<file path="config.mk">
export PLATFORM = sky130hd
export DESIGN_NAME = diag_ovr_top
export DESIGN_NICKNAME = d
export VERILOG_FILES = /design/src/rtl/diag_ovr_pkg.sv /design/src/rtl/diag_scan_reg.sv /design/src/rtl/diag_if_mux.sv /design/src/rtl/diag_stop_dec.sv /design/src/rtl/diag_ovr_top.sv
export SDC_FILE = /design/constraint.sdc
export NUM_CORES = 1
export LEC_CHECK = 0
export ABC_AREA = 0
export ABC_CLOCK_PERIOD_IN_PS = 2860
export BUFFER_PORTS_ARGS = -buffer_cell sky130_fd_sc_hd__buf_2
export CAP_MARGIN = 40
export CORE_UTILIZATION = 41
export DETAILED_ROUTE_END_ITERATION = 7
export PLACE_DENSITY = 0.87
export SYNTH_ARGS = -nofsm -noshare
export SYNTH_HDL_FRONTEND = slang
export SYNTH_SLANG_ARGS = --single-unit
</file>
<file path="constraint.sdc">
create_clock -name clk -period 2.86 [get_ports clk]
set_clock_uncertainty 0.2 [all_clocks]
set_input_delay 0.286 -clock clk [delete_from_list [all_inputs] [get_ports clk]]
set_output_delay 0.286 -clock clk [all_outputs]
set_load 0.02 [all_outputs]
</file>
<file path="src/rtl/diag_ovr_pkg.sv">
// Shared widths, scan word layout and types for the diagnostic override register.
package diag_ovr_pkg;
    localparam int NCH     = 4;              // multiplexer channel + 3 selector channels
    localparam int CSEL_W  = $clog2(NCH);
    localparam int BUS_W   = 8;
    localparam int IF_W    = BUS_W + 7;      // bus, parity, six tags
    localparam int STOP_W  = 3;
    localparam int NSTOP   = (1 << STOP_W) - 1;
    localparam int NSEL    = NCH - 1;        // selector channels
    localparam int LVL_W   = 2;
    localparam int WORD_W  = STOP_W + 3 + CSEL_W + IF_W;

    // Packed MSB first: stop[22:20] clr[19] prm[18] ifm[17] csel[16:15] pay[14:0]
    typedef struct packed {
        logic [STOP_W-1:0] stop;
        logic              clr;
        logic              prm;
        logic              ifm;
        logic [CSEL_W-1:0] csel;
        logic [IF_W-1:0]   pay;
    } scan_word_t;
endpackage

</file>
<file path="src/rtl/diag_scan_reg.sv">
// Holds the scan-in state. Checks every word, refuses illegal ones and
// accumulates the sticky mode and select bits.
// Assumes: scan_ld and word are stable around the rising edge.
module diag_scan_reg
    import diag_ovr_pkg::*;
(
    input  logic              clk,
    input  logic              rst_n,
    input  logic              ld,
    input  scan_word_t        word,
    output logic              ifm_q,
    output logic              prm_q,
    output logic [CSEL_W-1:0] csel_q,
    output logic [IF_W-1:0]   pay_q,
    output logic [STOP_W-1:0] stop_q,
    output logic              err_q
);
    logic bad;

    // Refuse clear combined with a mode bit, or two modes active after the OR.
    always_comb begin
        bad = (word.clr && (word.ifm || word.prm)) ||
              ((ifm_q || word.ifm) && (prm_q || word.prm));
    end

    // Update the stored state when a load strobe arrives.
    always_ff @(posedge clk) begin
        if (!rst_n) begin
            ifm_q  <= 1'b0;
            prm_q  <= 1'b0;
            csel_q <= '0;
            pay_q  <= '0;
            stop_q <= '0;
            err_q  <= 1'b0;
        end else if (ld) begin
            if (bad) begin
                err_q <= 1'b1;
            end else begin
                pay_q  <= word.pay;
                stop_q <= word.stop;
                if (word.clr) begin
                    ifm_q  <= 1'b0;
                    prm_q  <= 1'b0;
                    csel_q <= '0;
                    err_q  <= 1'b0;
                end else begin
                    ifm_q  <= ifm_q | word.ifm;
                    prm_q  <= prm_q | word.prm;
                    csel_q <= csel_q | word.csel;
                end
            end
        end
    end

    assert_modes_exclusive_R7: assert property (@(posedge clk) disable iff (!rst_n)
        !(ifm_q && prm_q));
    assert_refused_keeps_state_R7: assert property (@(posedge clk) disable iff (!rst_n)
        (ld && bad) |=> ($stable(ifm_q) && $stable(prm_q) && $stable(csel_q) &&
                         $stable(pay_q) && $stable(stop_q) && err_q));
    assert_mode_sticky_R5: assert property (@(posedge clk) disable iff (!rst_n)
        (ifm_q && !(ld && word.clr)) |=> ifm_q);
    assert_clear_drops_modes_R6: assert property (@(posedge clk) disable iff (!rst_n)
        (ld && word.clr && !word.ifm && !word.prm) |=> (!ifm_q && !prm_q && csel_q == '0 && !err_q));
endmodule

</file>
<file path="src/rtl/diag_if_mux.sv">
// Steers the stored payload onto one channel's interface, or onto the
// common-channel priority overrides, and decodes the logout stops.
// Assumes: ifm and prm never both high (guaranteed by diag_scan_reg).
module diag_if_mux
    import diag_ovr_pkg::*;
(
    input  logic                  clk,
    input  logic                  rst_n,
    input  logic                  ifm,
    input  logic                  prm,
    input  logic [CSEL_W-1:0]     csel,
    input  logic [IF_W-1:0]       pay,
    input  logic [NCH*IF_W-1:0]   adp_if,
    output logic [NCH*IF_W-1:0]   ch_if,
    output logic                  prio_en,
    output logic [NCH-1:0]        pci_req,
    output logic [NCH-1:0]        ls_req,
    output logic [NSEL*LVL_W-1:0] prio_lvl,
    output logic [NSEL-1:0]       logout
);
    // Replace the addressed channel's inbound lines with the payload.
    for (genvar c = 0; c < NCH; c++) begin : g_ch
        always_comb begin
            if (ifm && (csel == CSEL_W'(c)))
                ch_if[c*IF_W +: IF_W] = pay;
            else
                ch_if[c*IF_W +: IF_W] = adp_if[c*IF_W +: IF_W];
        end
    end

    // Read the payload as request and priority controls in priority mode.
    always_comb begin
        prio_en  = prm;
        pci_req  = prm ? pay[NCH-1:0] : '0;
        ls_req   = prm ? pay[2*NCH-1:NCH] : '0;
        prio_lvl = prm ? pay[2*NCH +: NSEL*LVL_W] : '0;
    end

    // One logout stop per selector channel, chosen by the select field.
    for (genvar s = 1; s < NCH; s++) begin : g_log
        assign logout[s-1] = (csel == CSEL_W'(s));
    end

    assert_logout_onehot_R8: assert property (@(posedge clk) disable iff (!rst_n)
        $onehot0(logout));
    assert_passthru_without_mode_R3: assert property (@(posedge clk) disable iff (!rst_n)
        !ifm |-> (ch_if == adp_if));
    assert_prio_quiet_R4: assert property (@(posedge clk) disable iff (!rst_n)
        !prm |-> (pci_req == '0 && ls_req == '0 && prio_lvl == '0));
endmodule

</file>
<file path="src/rtl/diag_stop_dec.sv">
// Decodes the stop code into one-hot enables and evaluates the halt condition.
// Assumes: tag_dly[0] is the first in-tag delay stage.
module diag_stop_dec
    import diag_ovr_pkg::*;
(
    input  logic              clk,
    input  logic              rst_n,
    input  logic [STOP_W-1:0] code,
    input  logic              clk_a0,
    input  logic              clk_a1,
    input  logic [2:0]        tag_dly,
    input  logic              in_tag,
    output logic [NSTOP-1:0]  stop_en,
    output logic              halt
);
    // One enable per nonzero code.
    for (genvar k = 1; k <= NSTOP; k++) begin : g_en
        assign stop_en[k-1] = (code == STOP_W'(k));
    end

    // Evaluate the condition for the selected stop point.
    always_comb begin
        case (code)
            3'd1:    halt = clk_a0;
            3'd2:    halt = clk_a1;
            3'd3:    halt = 1'b1;
            3'd4:    halt = tag_dly[0] & ~tag_dly[1];
            3'd5:    halt = tag_dly[1] & ~tag_dly[2];
            3'd6:    halt = tag_dly[2] & ~in_tag;
            default: halt = 1'b0;
        endcase
    end

    assert_stop_onehot_R9: assert property (@(posedge clk) disable iff (!rst_n)
        $onehot0(stop_en));
    assert_halt_needs_enable_R10: assert property (@(posedge clk) disable iff (!rst_n)
        halt |-> (stop_en[NSTOP-1:0] != '0 && !stop_en[NSTOP-1]));
endmodule

</file>
<file path="src/rtl/diag_ovr_top.sv">
// Top level of the diagnostic channel interface override register.
// Assumes: reset is applied before the first load.
module diag_ovr_top
    import diag_ovr_pkg::*;
(
    input  logic                  clk,
    input  logic                  rst_n,
    input  logic                  scan_ld,
    input  logic [WORD_W-1:0]     scan_word,
    input  logic [NCH*IF_W-1:0]   adp_if,
    input  logic                  clk_a0,
    input  logic                  clk_a1,
    input  logic [2:0]            tag_dly,
    input  logic                  in_tag,
    output logic [NCH*IF_W-1:0]   ch_if,
    output logic                  prio_ovr_en,
    output logic [NCH-1:0]        pci_req_ovr,
    output logic [NCH-1:0]        ls_req_ovr,
    output logic [NSEL*LVL_W-1:0] prio_lvl_ovr,
    output logic [NSEL-1:0]       logout_stop,
    output logic [NSTOP-1:0]      stop_en,
    output logic                  halt_req,
    output logic                  cfg_err
);
    scan_word_t        w;
    logic              ifm_q, prm_q;
    logic [CSEL_W-1:0] csel_q;
    logic [IF_W-1:0]   pay_q;
    logic [STOP_W-1:0] stop_q;

    assign w = scan_word_t'(scan_word);

    diag_scan_reg u_reg (
        .clk(clk), .rst_n(rst_n), .ld(scan_ld), .word(w),
        .ifm_q(ifm_q), .prm_q(prm_q), .csel_q(csel_q),
        .pay_q(pay_q), .stop_q(stop_q), .err_q(cfg_err)
    );

    diag_if_mux u_mux (
        .clk(clk), .rst_n(rst_n), .ifm(ifm_q), .prm(prm_q), .csel(csel_q),
        .pay(pay_q), .adp_if(adp_if), .ch_if(ch_if), .prio_en(prio_ovr_en),
        .pci_req(pci_req_ovr), .ls_req(ls_req_ovr), .prio_lvl(prio_lvl_ovr),
        .logout(logout_stop)
    );

    diag_stop_dec u_stop (
        .clk(clk), .rst_n(rst_n), .code(stop_q), .clk_a0(clk_a0), .clk_a1(clk_a1),
        .tag_dly(tag_dly), .in_tag(in_tag), .stop_en(stop_en), .halt(halt_req)
    );
endmodule

</file>
---- After elaboration in Yosys (flattened, before gate mapping) ----
Cells that the tools add are included.
storage, ports and cells
  bits in registers ....................... 23
  bits of input ports ..................... 92
  output and inout bits ................... 87
  word-level logic and storage cells ...... 53
operators by class
  equality and inequality tests ........... 10
  muxes and demuxes ....................... 13
  bitwise logic cells ..................... 10
  reduce and logical (&&, ||, !) cells .... 14
operators by type and width
  kind                number
  $mux 15             4
  $eq 3x3->1 const B  4
  $mux 4              2
  $eq 3x2->1 const B  2
  $logic_and 1x1->1   6
  $mux 6              1
  $pmux 1 s6          1
  $eq 2x2->1 const B  2
  $logic_or 1x1->1    4
  $mux 1              4
  $not 1->1           4
  $reduce_and 2->1    2
  $and 1x1->1         3
  $eq 3x1->1 const B  1
  $eq 2x1->1 const B  1
  $logic_not 2->1     1
  $mux 2              1
  $or 1x1->1          2
  $or 2x2->2          1
  $reduce_bool 2->1   1

---- Logic depth before layout (Yosys ltp) ----
  depth after elaboration ................. 5
  mapped depth ............................ 6

---- Hierarchy ----
From an unflattened synthesis, not the netlist that was laid out.
unflattened totals
  cells, all modules ...................... 214
  area, all modules ....................... 2,009.4 sq um
by module, submodules not included
  module         times used  cells an instance  area an instance (sq um)
  diag_scan_reg  1           110                992.2
  diag_if_mux    1           89                 898.4
  diag_stop_dec  1           15                 118.9

---- Least setup slack after synthesis ----
Ideal clock, no wire load.
  path type ............................... reg2out
  start ................................... register u_reg.stop_q[0]
  end ..................................... output port halt_req
  arrival time ............................ 1.468 ns
  required time ........................... 2.374 ns
  slack ................................... 0.906 ns
  cell stages (with the launch flop) ...... 5
  buffers on the path ..................... 1
  cells stage by stage .................... dfxtp_1 -> clkbuf_1 -> nor3b_1 -> a32oi_1 -> o211ai_1
on the way
  longest elaborated chain between the ends .. 2
  elaborated cells on any way between the ends .. 7
  those cells by class .................... 6 x eq/ne; 1 x mux
ends and longest elaborated chain
  what                      line                 source
  start: declaration        diag_scan_reg.sv:15  output logic [STOP_W-1:0] stop_q,
  start signal: assignment  diag_scan_reg.sv:40  stop_q <= word.stop;
  $eq 3x1->1                --
  named net stop_en[0]      diag_ovr_top.sv:21   output logic [NSTOP-1:0] stop_en,
  $pmux 1 s6                diag_stop_dec.sv:23  case (code)
  end: declaration          diag_ovr_top.sv:22   output logic halt_req,
The timed path passes the listed nets, and every way through them passes these cells.

---- Worst setup path after layout ----
  start ................................... register u_reg.csel_q[0]
  end ..................................... output port ch_if[36]
on the way
  longest elaborated chain between the ends .. 3
ends and longest elaborated chain
  what                      line                 source
  start: declaration        diag_scan_reg.sv:13  output logic [CSEL_W-1:0] csel_q,
  start signal: assignment  diag_scan_reg.sv:49  csel_q <= csel_q | word.csel;
  $eq 2x2->1                diag_if_mux.sv:24    if (ifm && (csel == CSEL_W'(c)))
  $logic_and 1x1->1         diag_if_mux.sv:24
  $mux 15                   diag_if_mux.sv:24
  end: declaration          diag_ovr_top.sv:15   output logic [NCH*IF_W-1:0] ch_if,
Every way passes these cells.

==> results.txt <==
- P per Cell Area: around 310 nW/um^2
- The initial utilization of the core area, before any placement, comes to 0.440.
* Critical-path cell list: and2b_1 > nand2_1 > mux2_2 > buf_2
- Layout cells sized above 1: 0.642
- Final ANT Viol Nets: 0
- Period utilisation layout: 0.859
- Number of hold-repair buffers added at the cts stage: 0
* Setup repair after global routing missed its margin: no
- The library cell used most frequently in the layout, excluding fill and tap cells, is sky130_fd_sc_hd__buf_2.
- The number of antenna violations at the first check in global routing was 0.
- Buffer type at the clock tree root: sky130_fd_sc_hd__clkbuf_8
- After the last flow step, the layout net total stands at around 480.
* Half-perimeter wire length of the detailed placement result: approximately 4700 um
* Lkg Pwr: 1.51 nW
- IO buf count: around 180
- Number of core rows: 24
- Worst Tran Pin Value: approximately 750 ps
* Sw frac: 0.343
* Global-route wire length before repair: 9200 um
- Final-layout fill cell count: 396
* Area used by multi-input combinational logic: about 1400 um^2
- Worst Path Arrival: between 1500 and 2000 ps
- CTS saw 23 sinks.
- In this run the post-CTS setup repair buffer count came out at 0.
* Final setup vio count: 0
* Worst-path fanout max: 15
* Horizontal extent of the die: 71.5 um
* CTS Buffer Depth: 2
- The cell family contributing the most delay on the critical path is simple AND/OR/NAND/NOR gates.
- Max-slew headroom at the worst pin: 0.501
* Critical path endpoint category: output pin
- Critical Path RT: 2370 ps
* H-tree levels: 1
- The share of total power dissipated in sequential elements is 0.410.
- Floorplan core area: 4500 um^2
- Area enclosed by the die boundary: 5110 um^2
- Summed over all layers, the global routing overflow is 0.
* Critical path's slowest cell: sky130_fd_sc_hd__nand2_1
* Mapped Avg Cell Area: between 9 and 10 um^2
- The detailed router finished its first iteration with around 100 violations.
* Syn nets: 311
* Min cycle time layout: roughly 2500 ps
- Together, buffers and inverters on the worst path number 1.
- In the final timing run, aggregate negative setup slack is 0 ps.
* Length of the first detailed-routing pass in iterations: 4
* Post-synth top area cell: sky130_fd_sc_hd__mux2_2
- Once the clock tree was built, the resizer swapped 0 gates to a different size.
* Mean number of vias per cell: ~5.0
* Busiest grt layer: met2
- 0 antenna diodes ended up in the layout.
- The hold violation total from the final report is 0.
- Core utilization of the finished layout: 0.641
- Entering global routing, the biggest net connects between 40 and 50 pins.
- Relative to the synthesized area, the layout overhead comes to 45.8%.
- Power share of the clock group: 0.225
- In the synthesized netlist, the number of instances is around 220.
- Clk_lat worst skew: between 200 and 300 ps
* Overall global routing resource usage: 0.227
- Die Height: between 70 and 80 um
* Worst min-delay path class: primary input to flip-flop
* Cell types with the largest area share after synthesis: sky130_fd_sc_hd__mux2_2 (34%), sky130_fd_sc_hd__dfxtp_1 (23%), sky130_fd_sc_hd__mux2i_1 (9.1%)
- The share of total power dissipated in combinational logic is 0.365.
- Number of distinct standard cells referenced by the synthesized netlist: 31
- The setup path with the least slack is of type flip-flop to output pin.
* Routability congestion estimate from global placement: ~0.76
- Sequential standard cell area: 460 um^2
* Largest stage delay, worst path: about 550 ps
* Achievable frequency: approximately 0.41 GHz
- Top cell type's share of synthesized area: 0.341
- Met3 global-route usage: 0.0408
- Maximum vdd drop: between 0.2 and 0.3 mV
* Routed wire per std cell: 14.1 um
* Number of CTS-inserted buffers: 3
- Summed over all nets, the switching power comes to a little over 0.3 mW.
- After detailed routing, the number of remaining DRC violations is 0.
- Met2 global-route usage: 0.435
* Routed WL: 6180 um
- For this design the top-level I/O count stands at between 150 and 200.
- Internal power comes to ~0.60 mW.
* Met1 Resource Use GR: 0.272
- TritonCTS built the clock tree.
- The cell area that synthesis handed to floorplanning was 1980 um^2.
* Status: finished clean
- Yosys warns: 0
- The final route contains 2,165 vias.
* Total of flip-flops plus latches after synthesis: 23
- The worst setup path is launched from a flip-flop.
- Most frequent cells in the layout: sky130_fd_sc_hd__buf_2 (178), sky130_fd_sc_hd__mux2_2 (60), sky130_fd_sc_hd__nand2_1 (41)
* Number of maximum-capacitance constraint violations: 0
- The number of slew-limit violations in the final report was 0.
* Vias in the first global route: 1,887
- Clock-pin slew reported for the worst setup and hold paths after clock tree synthesis: roughly 80 ps
- Post-synthesis sequential area ratio: 0.232
[registers in the layout, indices dropped and copies added, names as in the netlist]
signal,cells
u_reg.csel_q,2
u_reg.pay_q,15
u_reg.prm_q,1
u_reg.ifm_q,1
u_reg.stop_q,3
u_reg.err_q,1
[layout make-up]
| class | instances | area share |
|---|---|---|
| clock buffers | 3 | 0.0143 |
| clock inverters | 1 | 0.00173 |
| inverters | 3 | 0.00390 |
| multi-input cells | 174 | 0.482 |
| flip-flops and latches | 23 | 0.159 |
| well taps | 52 | 0.0225 |
| repair buffers | 181 | 0.316 |
[metrics by stage]
| step | cell area (um^2) | hold slack, ps | power, mW | cells | setup WS (ps) |
|---|---|---|---|---|---|
| floorplan | 1980 | 176 | 0.584 | 219 | 906 |
| global placement | 2840 | 277 | 0.703 | 433 | 767 |
| detailed placement | 2840 | 277 | 0.710 | 433 | 696 |
| CTS | 2890 | 48.4 | 0.918 | 437 | 385 |
| global route | 2890 | 56.3 | 0.954 | 437 | 320 |
| finish | 2890 | 58.9 | 0.907 | 437 | 404 |
[logic make-up after synthesis]
group                  Yosys count  synth area share
AOI/OAI and AO/OA               23            0.0783
DFF                             23             0.232
muxes                           78             0.432
buffers and inverters           22            0.0651
and+or+nand+nor                 73             0.192
[metal layers]
metal,part of all wire,wire (um),vias up
met1,0.41,2560,954
met5,0,0,-
li1,-,-,1109
met2,0.52,3200,98
met4,0.0044,27,0
met3,0.063,392,4
[cell usage after synthesis]
cell                        number
sky130_fd_sc_hd__and3_1          2
sky130_fd_sc_hd__a211oi_1        4
sky130_fd_sc_hd__mux2i_1        18
sky130_fd_sc_hd__or3b_2          1
sky130_fd_sc_hd__a32oi_1         1
sky130_fd_sc_hd__o21ai_0         7
sky130_fd_sc_hd__and2b_1         2
sky130_fd_sc_hd__buf_12          1
sky130_fd_sc_hd__a21boi_0        1
sky130_fd_sc_hd__clkbuf_1       10
sky130_fd_sc_hd__a21oi_1         3
sky130_fd_sc_hd__nand2_1        41
sky130_fd_sc_hd__o21a_1          1
sky130_fd_sc_hd__inv_1           3
sky130_fd_sc_hd__o211ai_1        1
sky130_fd_sc_hd__buf_2           3
sky130_fd_sc_hd__buf_6           2
sky130_fd_sc_hd__a32o_1          1
sky130_fd_sc_hd__and4bb_2        1
sky130_fd_sc_hd__nor2_1          2
sky130_fd_sc_hd__nor3b_1         3
sky130_fd_sc_hd__nor4bb_1        3
sky130_fd_sc_hd__mux2_2         60
sky130_fd_sc_hd__buf_4           3
sky130_fd_sc_hd__dfxtp_1        23
sky130_fd_sc_hd__and3b_1         2
sky130_fd_sc_hd__a2111oi_0       1
sky130_fd_sc_hd__and2_1         15
sky130_fd_sc_hd__nor2b_1         1
sky130_fd_sc_hd__o311a_1         1
sky130_fd_sc_hd__o21bai_1        2
[power groups by stage]
stage	registers (mW)	clock network (mW)	logic, mW
3_5_place_dp	0.379	0	0.331
3_3_place_gp	0.378	0	0.325
5_1_grt	0.379	0.222	0.354
2_1_floorplan	0.364	0	0.219
6_report	0.372	0.204	0.331
4_1_cts	0.372	0.213	0.332
[worst paths after layout]
path | startpoint | end | slack [ps] | depth (start not counted)
min | scan_word[12] | u_reg.pay_q[12] | 60 | 3
max | u_reg.csel_q[0] | ch_if[36] | 400 | 4
min reg2reg | u_reg.err_q | u_reg.err_q | 300 | 1
max reg2reg | u_reg.prm_q | u_reg.pay_q[0] | 1020 | 4
[worst reg2reg max path: stages (launching register included)]
cell and delay [ps]:
sky130_fd_sc_hd__dfxtp_1 540, sky130_fd_sc_hd__a211oi_1 310, sky130_fd_sc_hd__o21a_1 160, sky130_fd_sc_hd__buf_4 300, sky130_fd_sc_hd__mux2i_1 250
No activity file was read; power rests on OpenSTA's default activity.
